===== src/rtl/ldmon_pkg.sv =====
package ldmon_pkg;
  localparam int DATA_W    = 32;
  localparam int CTRL_BITS = 5;
  localparam int MASK_OFS  = 16;

  localparam int CB_TIME = 0;
  localparam int CB_SW   = 1;
  localparam int CB_LP3  = 2;
  localparam int CB_HW   = 3;
  localparam int CB_LP4  = 4;

  localparam int OFS_CTRL    = 'h04;
  localparam int OFS_CH_BASE = 'h28;
  localparam int CH_STRIDE   = 20;
  localparam int OFS_ACC_REL = 4;

  function automatic int chan_tot_ofs(input int ch);
    return OFS_CH_BASE + ch * CH_STRIDE;
  endfunction

  function automatic int chan_acc_ofs(input int ch);
    return chan_tot_ofs(ch) + OFS_ACC_REL;
  endfunction

  function automatic logic [CTRL_BITS-1:0] masked_merge(
    input logic [CTRL_BITS-1:0] old_val,
    input logic [CTRL_BITS-1:0] new_val,
    input logic [CTRL_BITS-1:0] sel
  );
    return (old_val & ~sel) | (new_val & sel);
  endfunction
endpackage


===== src/rtl/ldmon_ctrl_reg.sv =====
module ldmon_ctrl_reg
  import ldmon_pkg::*;
(
  input  logic                 clk,
  input  logic                 rst_n,
  input  logic                 ctrl_we,
  input  logic [DATA_W-1:0]    wdata,
  output logic [CTRL_BITS-1:0] ctrl_q,
  output logic                 cnt_run,
  output logic                 cnt_clear
);
  logic sw_prev;
  logic unused_wbits;

  assign unused_wbits = ^{wdata[DATA_W-1:MASK_OFS+CTRL_BITS],
                          wdata[MASK_OFS-1:CTRL_BITS]};

  always_ff @(posedge clk or negedge rst_n) begin
    if (!rst_n) begin
      ctrl_q <= '0;
    end else if (ctrl_we) begin
      ctrl_q <= masked_merge(ctrl_q, wdata[CTRL_BITS-1:0],
                             wdata[MASK_OFS +: CTRL_BITS]);
    end
  end

  always_ff @(posedge clk or negedge rst_n) begin
    if (!rst_n) sw_prev <= 1'b0;
    else        sw_prev <= ctrl_q[CB_SW];
  end

  assign cnt_clear = ctrl_q[CB_SW] & ~sw_prev;
  assign cnt_run   = ctrl_q[CB_SW] & ~cnt_clear;
endmodule


===== src/rtl/ldmon_chan_counter.sv =====
module ldmon_chan_counter #(
  parameter int CNT_W = 32
) (
  input  logic             clk,
  input  logic             rst_n,
  input  logic             run,
  input  logic             clr,
  input  logic             strobe,
  output logic [CNT_W-1:0] tot,
  output logic [CNT_W-1:0] acc
);
  function automatic logic [CNT_W-1:0] sat_inc(
    input logic [CNT_W-1:0] v,
    input logic             en
  );
    return (en && (v != '1)) ? v + CNT_W'(1) : v;
  endfunction

  always_ff @(posedge clk or negedge rst_n) begin
    if (!rst_n) begin
      tot <= '0;
      acc <= '0;
    end else if (clr) begin
      tot <= '0;
      acc <= '0;
    end else begin
      tot <= sat_inc(tot, run);
      acc <= sat_inc(acc, run & strobe);
    end
  end
endmodule


===== src/rtl/ldmon_readback.sv =====
module ldmon_readback
  import ldmon_pkg::*;
#(
  parameter int NUM_CH = 2,
  parameter int CNT_W  = 32,
  parameter int ADDR_W = 8
) (
  input  logic                          clk,
  input  logic                          rst_n,
  input  logic [ADDR_W-1:0]             addr,
  input  logic [CTRL_BITS-1:0]          ctrl_q,
  input  logic [NUM_CH-1:0][CNT_W-1:0]  tot,
  input  logic [NUM_CH-1:0][CNT_W-1:0]  acc,
  output logic [DATA_W-1:0]             rdata
);
  logic [DATA_W-1:0] rd_next;

  always_comb begin
    rd_next = '0;
    if (addr == ADDR_W'(OFS_CTRL)) rd_next = DATA_W'(ctrl_q);
    for (int c = 0; c < NUM_CH; c++) begin
      if (addr == ADDR_W'(chan_tot_ofs(c))) rd_next = DATA_W'(tot[c]);
      if (addr == ADDR_W'(chan_acc_ofs(c))) rd_next = DATA_W'(acc[c]);
    end
  end

  always_ff @(posedge clk or negedge rst_n) begin
    if (!rst_n) rdata <= '0;
    else        rdata <= rd_next;
  end
endmodule


===== src/rtl/ddr_load_monitor.sv =====
module ddr_load_monitor
  import ldmon_pkg::*;
#(
  parameter int NUM_CH = 2,
  parameter int CNT_W  = 32,
  parameter int ADDR_W = 8
) (
  input  logic              clk,
  input  logic              rst_n,
  input  logic [NUM_CH-1:0] acc_strobe,
  input  logic [ADDR_W-1:0] bus_addr,
  input  logic              bus_wr,
  input  logic [31:0]       bus_wdata,
  output logic [31:0]       bus_rdata
);
  logic                         ctrl_we;
  logic [CTRL_BITS-1:0]         ctrl_q;
  logic                         cnt_run;
  logic                         cnt_clear;
  logic [NUM_CH-1:0][CNT_W-1:0] tot_cnt;
  logic [NUM_CH-1:0][CNT_W-1:0] acc_cnt;

  assign ctrl_we = bus_wr && (bus_addr == ADDR_W'(OFS_CTRL));

  ldmon_ctrl_reg u_ctrl (
    .clk       (clk),
    .rst_n     (rst_n),
    .ctrl_we   (ctrl_we),
    .wdata     (bus_wdata),
    .ctrl_q    (ctrl_q),
    .cnt_run   (cnt_run),
    .cnt_clear (cnt_clear)
  );

  for (genvar ch = 0; ch < NUM_CH; ch++) begin : g_chan
    ldmon_chan_counter #(.CNT_W(CNT_W)) u_cnt (
      .clk    (clk),
      .rst_n  (rst_n),
      .run    (cnt_run),
      .clr    (cnt_clear),
      .strobe (acc_strobe[ch]),
      .tot    (tot_cnt[ch]),
      .acc    (acc_cnt[ch])
    );
  end

  ldmon_readback #(.NUM_CH(NUM_CH), .CNT_W(CNT_W), .ADDR_W(ADDR_W)) u_rd (
    .clk    (clk),
    .rst_n  (rst_n),
    .addr   (bus_addr),
    .ctrl_q (ctrl_q),
    .tot    (tot_cnt),
    .acc    (acc_cnt),
    .rdata  (bus_rdata)
  );
endmodule


===== config.mk =====
export PLATFORM = sky130hd
export DESIGN_NAME = ddr_load_monitor
export DESIGN_NICKNAME = d
export VERILOG_FILES = /design/src/rtl/ldmon_pkg.sv /design/src/rtl/ldmon_ctrl_reg.sv /design/src/rtl/ldmon_chan_counter.sv /design/src/rtl/ldmon_readback.sv /design/src/rtl/ddr_load_monitor.sv
export SDC_FILE = /design/constraint.sdc
export NUM_CORES = 1
export LEC_CHECK = 0
export CAP_MARGIN = 40
export CORE_ASPECT_RATIO = 0.9
export CORE_MARGIN = 5
export CORE_UTILIZATION = 40
export CTS_BUF_LIST = sky130_fd_sc_hd__clkbuf_16
export CTS_CLUSTER_SIZE = 16
export DETAILED_ROUTE_END_ITERATION = 7
export PLACE_DENSITY_LB_ADDON = 0.2
export SYNTH_ARGS = -nofsm -noshare
export SYNTH_HDL_FRONTEND = slang
export SYNTH_SLANG_ARGS = --single-unit

===== constraint.sdc =====
create_clock -name clk -period 2.8 [get_ports clk]
set_input_delay 0.28 -clock clk [delete_from_list [all_inputs] [get_ports clk]]
set_output_delay 0.28 -clock clk [all_outputs]
set_load 0.1 [all_outputs]

==> results.txt <==
1st-iter DRT viols: 988
Post-synth EDFFs: 0
drt pass-1 iters: 8
cell count of the worst reg-to-reg path: 6
clock sink count: 166
# rows: 52
clk root buf: clkbuf_16
Finished Core Util: 47.65%
multi-input combinational cell area: 4748 um^2
Worst setup SP type: register
sequential standard cell area: 4154 um^2
routed wl met3: 2399 um
ys async rst share: 100.0%
H-Tree Depth: 4
Critical Path Sink Type: register
Final #Nets: 1100
slew at the pin with the worst max-slew slack: 623.8 ps
pwr dens: 483.6 nW/um^2
post-DR vias/cell: 6.303
Worst path slowest cell: or4_1
I/O Buffers: 54
fillers: 2171
Tightest Hold Check Type: primary input to asynchronous set/reset pin
Antenna Nets Post-Route: 0
vias in the first global route: 7864
Critical Path AT: 2780 ps
I/O pin count: 77
Static Leak: 4.395 nW
Die Area: 26220 um^2
clk_lat worst skew: 440 ps
reg-to-reg slack, setup: 360 ps
Die Wd: 170.1 um
Post-CTS Setup Bufs: 0
core area: 22640 um^2
Wirelength per Cell: 21.05 um
Peak VDD IR: 0.3568 mV
Reg clk slew, reported paths: 70 ps
synthesized area: 9233 um^2
Crit path max-delay family: simple AND/OR/NAND/NOR gates
initial cell density of the core: 40.78%
critical path, cell by cell: ha_1, nand2_1, or3_4, or4_1, nand3_1, mux2i_1
global-route wire length before repair: 45530 um
pins over their slew limit: 0
max-cap violation count: 0
Avg Cell Area, Syn: 9.251 um^2
ant diodes: 0
Synth top area share: 44.99%
sequential area share after synthesis: 44.99%
initial antenna violation count: 0
reg2reg start: g_chan[0].u_cnt.tot[1]
setup tns final: 0 ps
Clock Skew: 12.89 ps
endpoints failing hold: 0
Post-CTS Hold Buffers: 1
gr usage total: 21.94%
routed via count: 8578
most frequent cells in the layout: 166 x dfrtp_1, 112 x nand2_1, 71 x nand3_1, 66 x buf_4, 62 x nor2_1
fmax: 409.6 MHz
TritonCTS clock tree: built
Worst slew margin: 58.06%
Reg2Reg Capture Point: g_chan[0].u_cnt.tot[9]
Gate Count Post-Synth: 998
largest net degree at the start of global routing: 55
met1 wire length: 12940 um
cts repair resizes: 0
#FFs+latches synth: 166
synth unique cells: 73
WS Path Type: register to register
Ys Warns: 0
CP max FO: 7
Total Wirelength: 28650 um
Die Y: 154.1 um
Critical Path Max Stage Delay: 690 ps
GP Congestion: 0.8851
DRC Markers: 0
cell accounting for the most synthesized area: dfrtp_1
DR WL met2: 12730 um
maximum clock path buffer count: 2
fin crit share: 87.20%
Top Metal Used: met4
layout cell share with drive strength beyond 1: 14.38%
Synth Flop Type: dfrtp_1
Pwr Total: 0.005217 W
Crit path buffers/inverters: 0
Congestion Overflow GR: 0
cts bufs inserted: 17
syn_nets: 1047
top post-synthesis cells by area: dfrtp_1 45%, nand2_1 4.6%, nand3_1 3.9%
DP Wirelength: 20100 um
WP data required: 3140 ps
crit path time final: 2442 ps
commonest non-fill, non-tap cell in the layout: dfrtp_1
final setup violation count: 0
outcome: completed
Syn-to-layout area delta: 16.84%
RSZ-0062 raised after global routing: no
## power by group
part           switching [W]  internal (W)  total [W]
Sequential         0.0000901       0.00246    0.00255
Clock                0.00109       0.00134    0.00242
Combinational       0.000150     0.0000989   0.000249
## per-stage QoR
step                      std cells  setup WS [ps]  hold slack [ps]  area [um^2]
after floorplan                 998          708.0           -15.59         9233
after global placement         1328          304.2            287.0        10190
after detailed placement       1328          263.0            280.2        10190
after CTS                      1361          373.6            385.5        10790
after global routing           1361          203.6            413.9        10790
final                          1361          358.3            367.9        10790
## synth_stat cells, types with 27 or more instances
library cell	instances
a21oi_1	59
clkbuf_1	35
dfrtp_1	166
nand2_1	112
nand3_1	72
nand4_1	41
nor2_1	63
o211ai_1	30
o21ai_0	27
o31ai_1	34
or3_1	41
or4_1	29
## cell families (layout without fill, tap and decap cells)
logic type / Yosys count / after routing / share of synthesized area, %
AND/OR/NAND/NOR: 461 / 461 / 27.44
AO/OA/AOI/OAI: 262 / 262 / 20.14
flip-flops: 166 / 166 / 44.99
buffers and inverters: 77 / 143 / 3.849
multiplexers: 22 / 22 / 2.466
XOR/XNOR: 6 / 6 / 0.5693
adder cells (fa/ha/maj): 4 / 4 / 0.5421
## routing by layer
metal  track usage [%]  up-vias
met3             5.212       52
met1             32.51     4224
met5                 0        -
met2             32.42      337
met4             5.247        0
li1                  -     3965
## how the worst max path moves through the flow
stage	startpoint	endpoint	slack (ps)	cells after the start
6_report	g_chan[0].u_cnt.tot[1]	g_chan[0].u_cnt.tot[9]	360	6
5_1_grt	g_chan[0].u_cnt.tot[1]	g_chan[0].u_cnt.tot[19]	200	7
4_1_cts	g_chan[0].u_cnt.tot[0]	g_chan[0].u_cnt.tot[9]	370	6
3_5_place_dp	acc_strobe[1]	g_chan[1].u_cnt.acc[25]	260	6
3_3_place_gp	acc_strobe[1]	g_chan[1].u_cnt.acc[25]	300	6
2_1_floorplan	g_chan[0].u_cnt.tot[0]	g_chan[0].u_cnt.tot[7]	710	7
## state kept, by name, indices dropped and copies added (netlist names), named ones only
signal	count
u_ctrl.sw_prev	1
g_chan.u_cnt.tot	64
u_rd.rdata	32
g_chan.u_cnt.acc	64
## layout make-up
type                            instances  area share (%)
Clock buffer                           17           3.943
Clock inverter                         15           1.531
Inverter                               15          0.5219
Timing Repair Buffer                   96           8.038
Sequential cell                       166           38.51
Tap cell                              297           3.445
Multi-Input combinational cell        755           44.02
(Power assumes the default switching activity.)
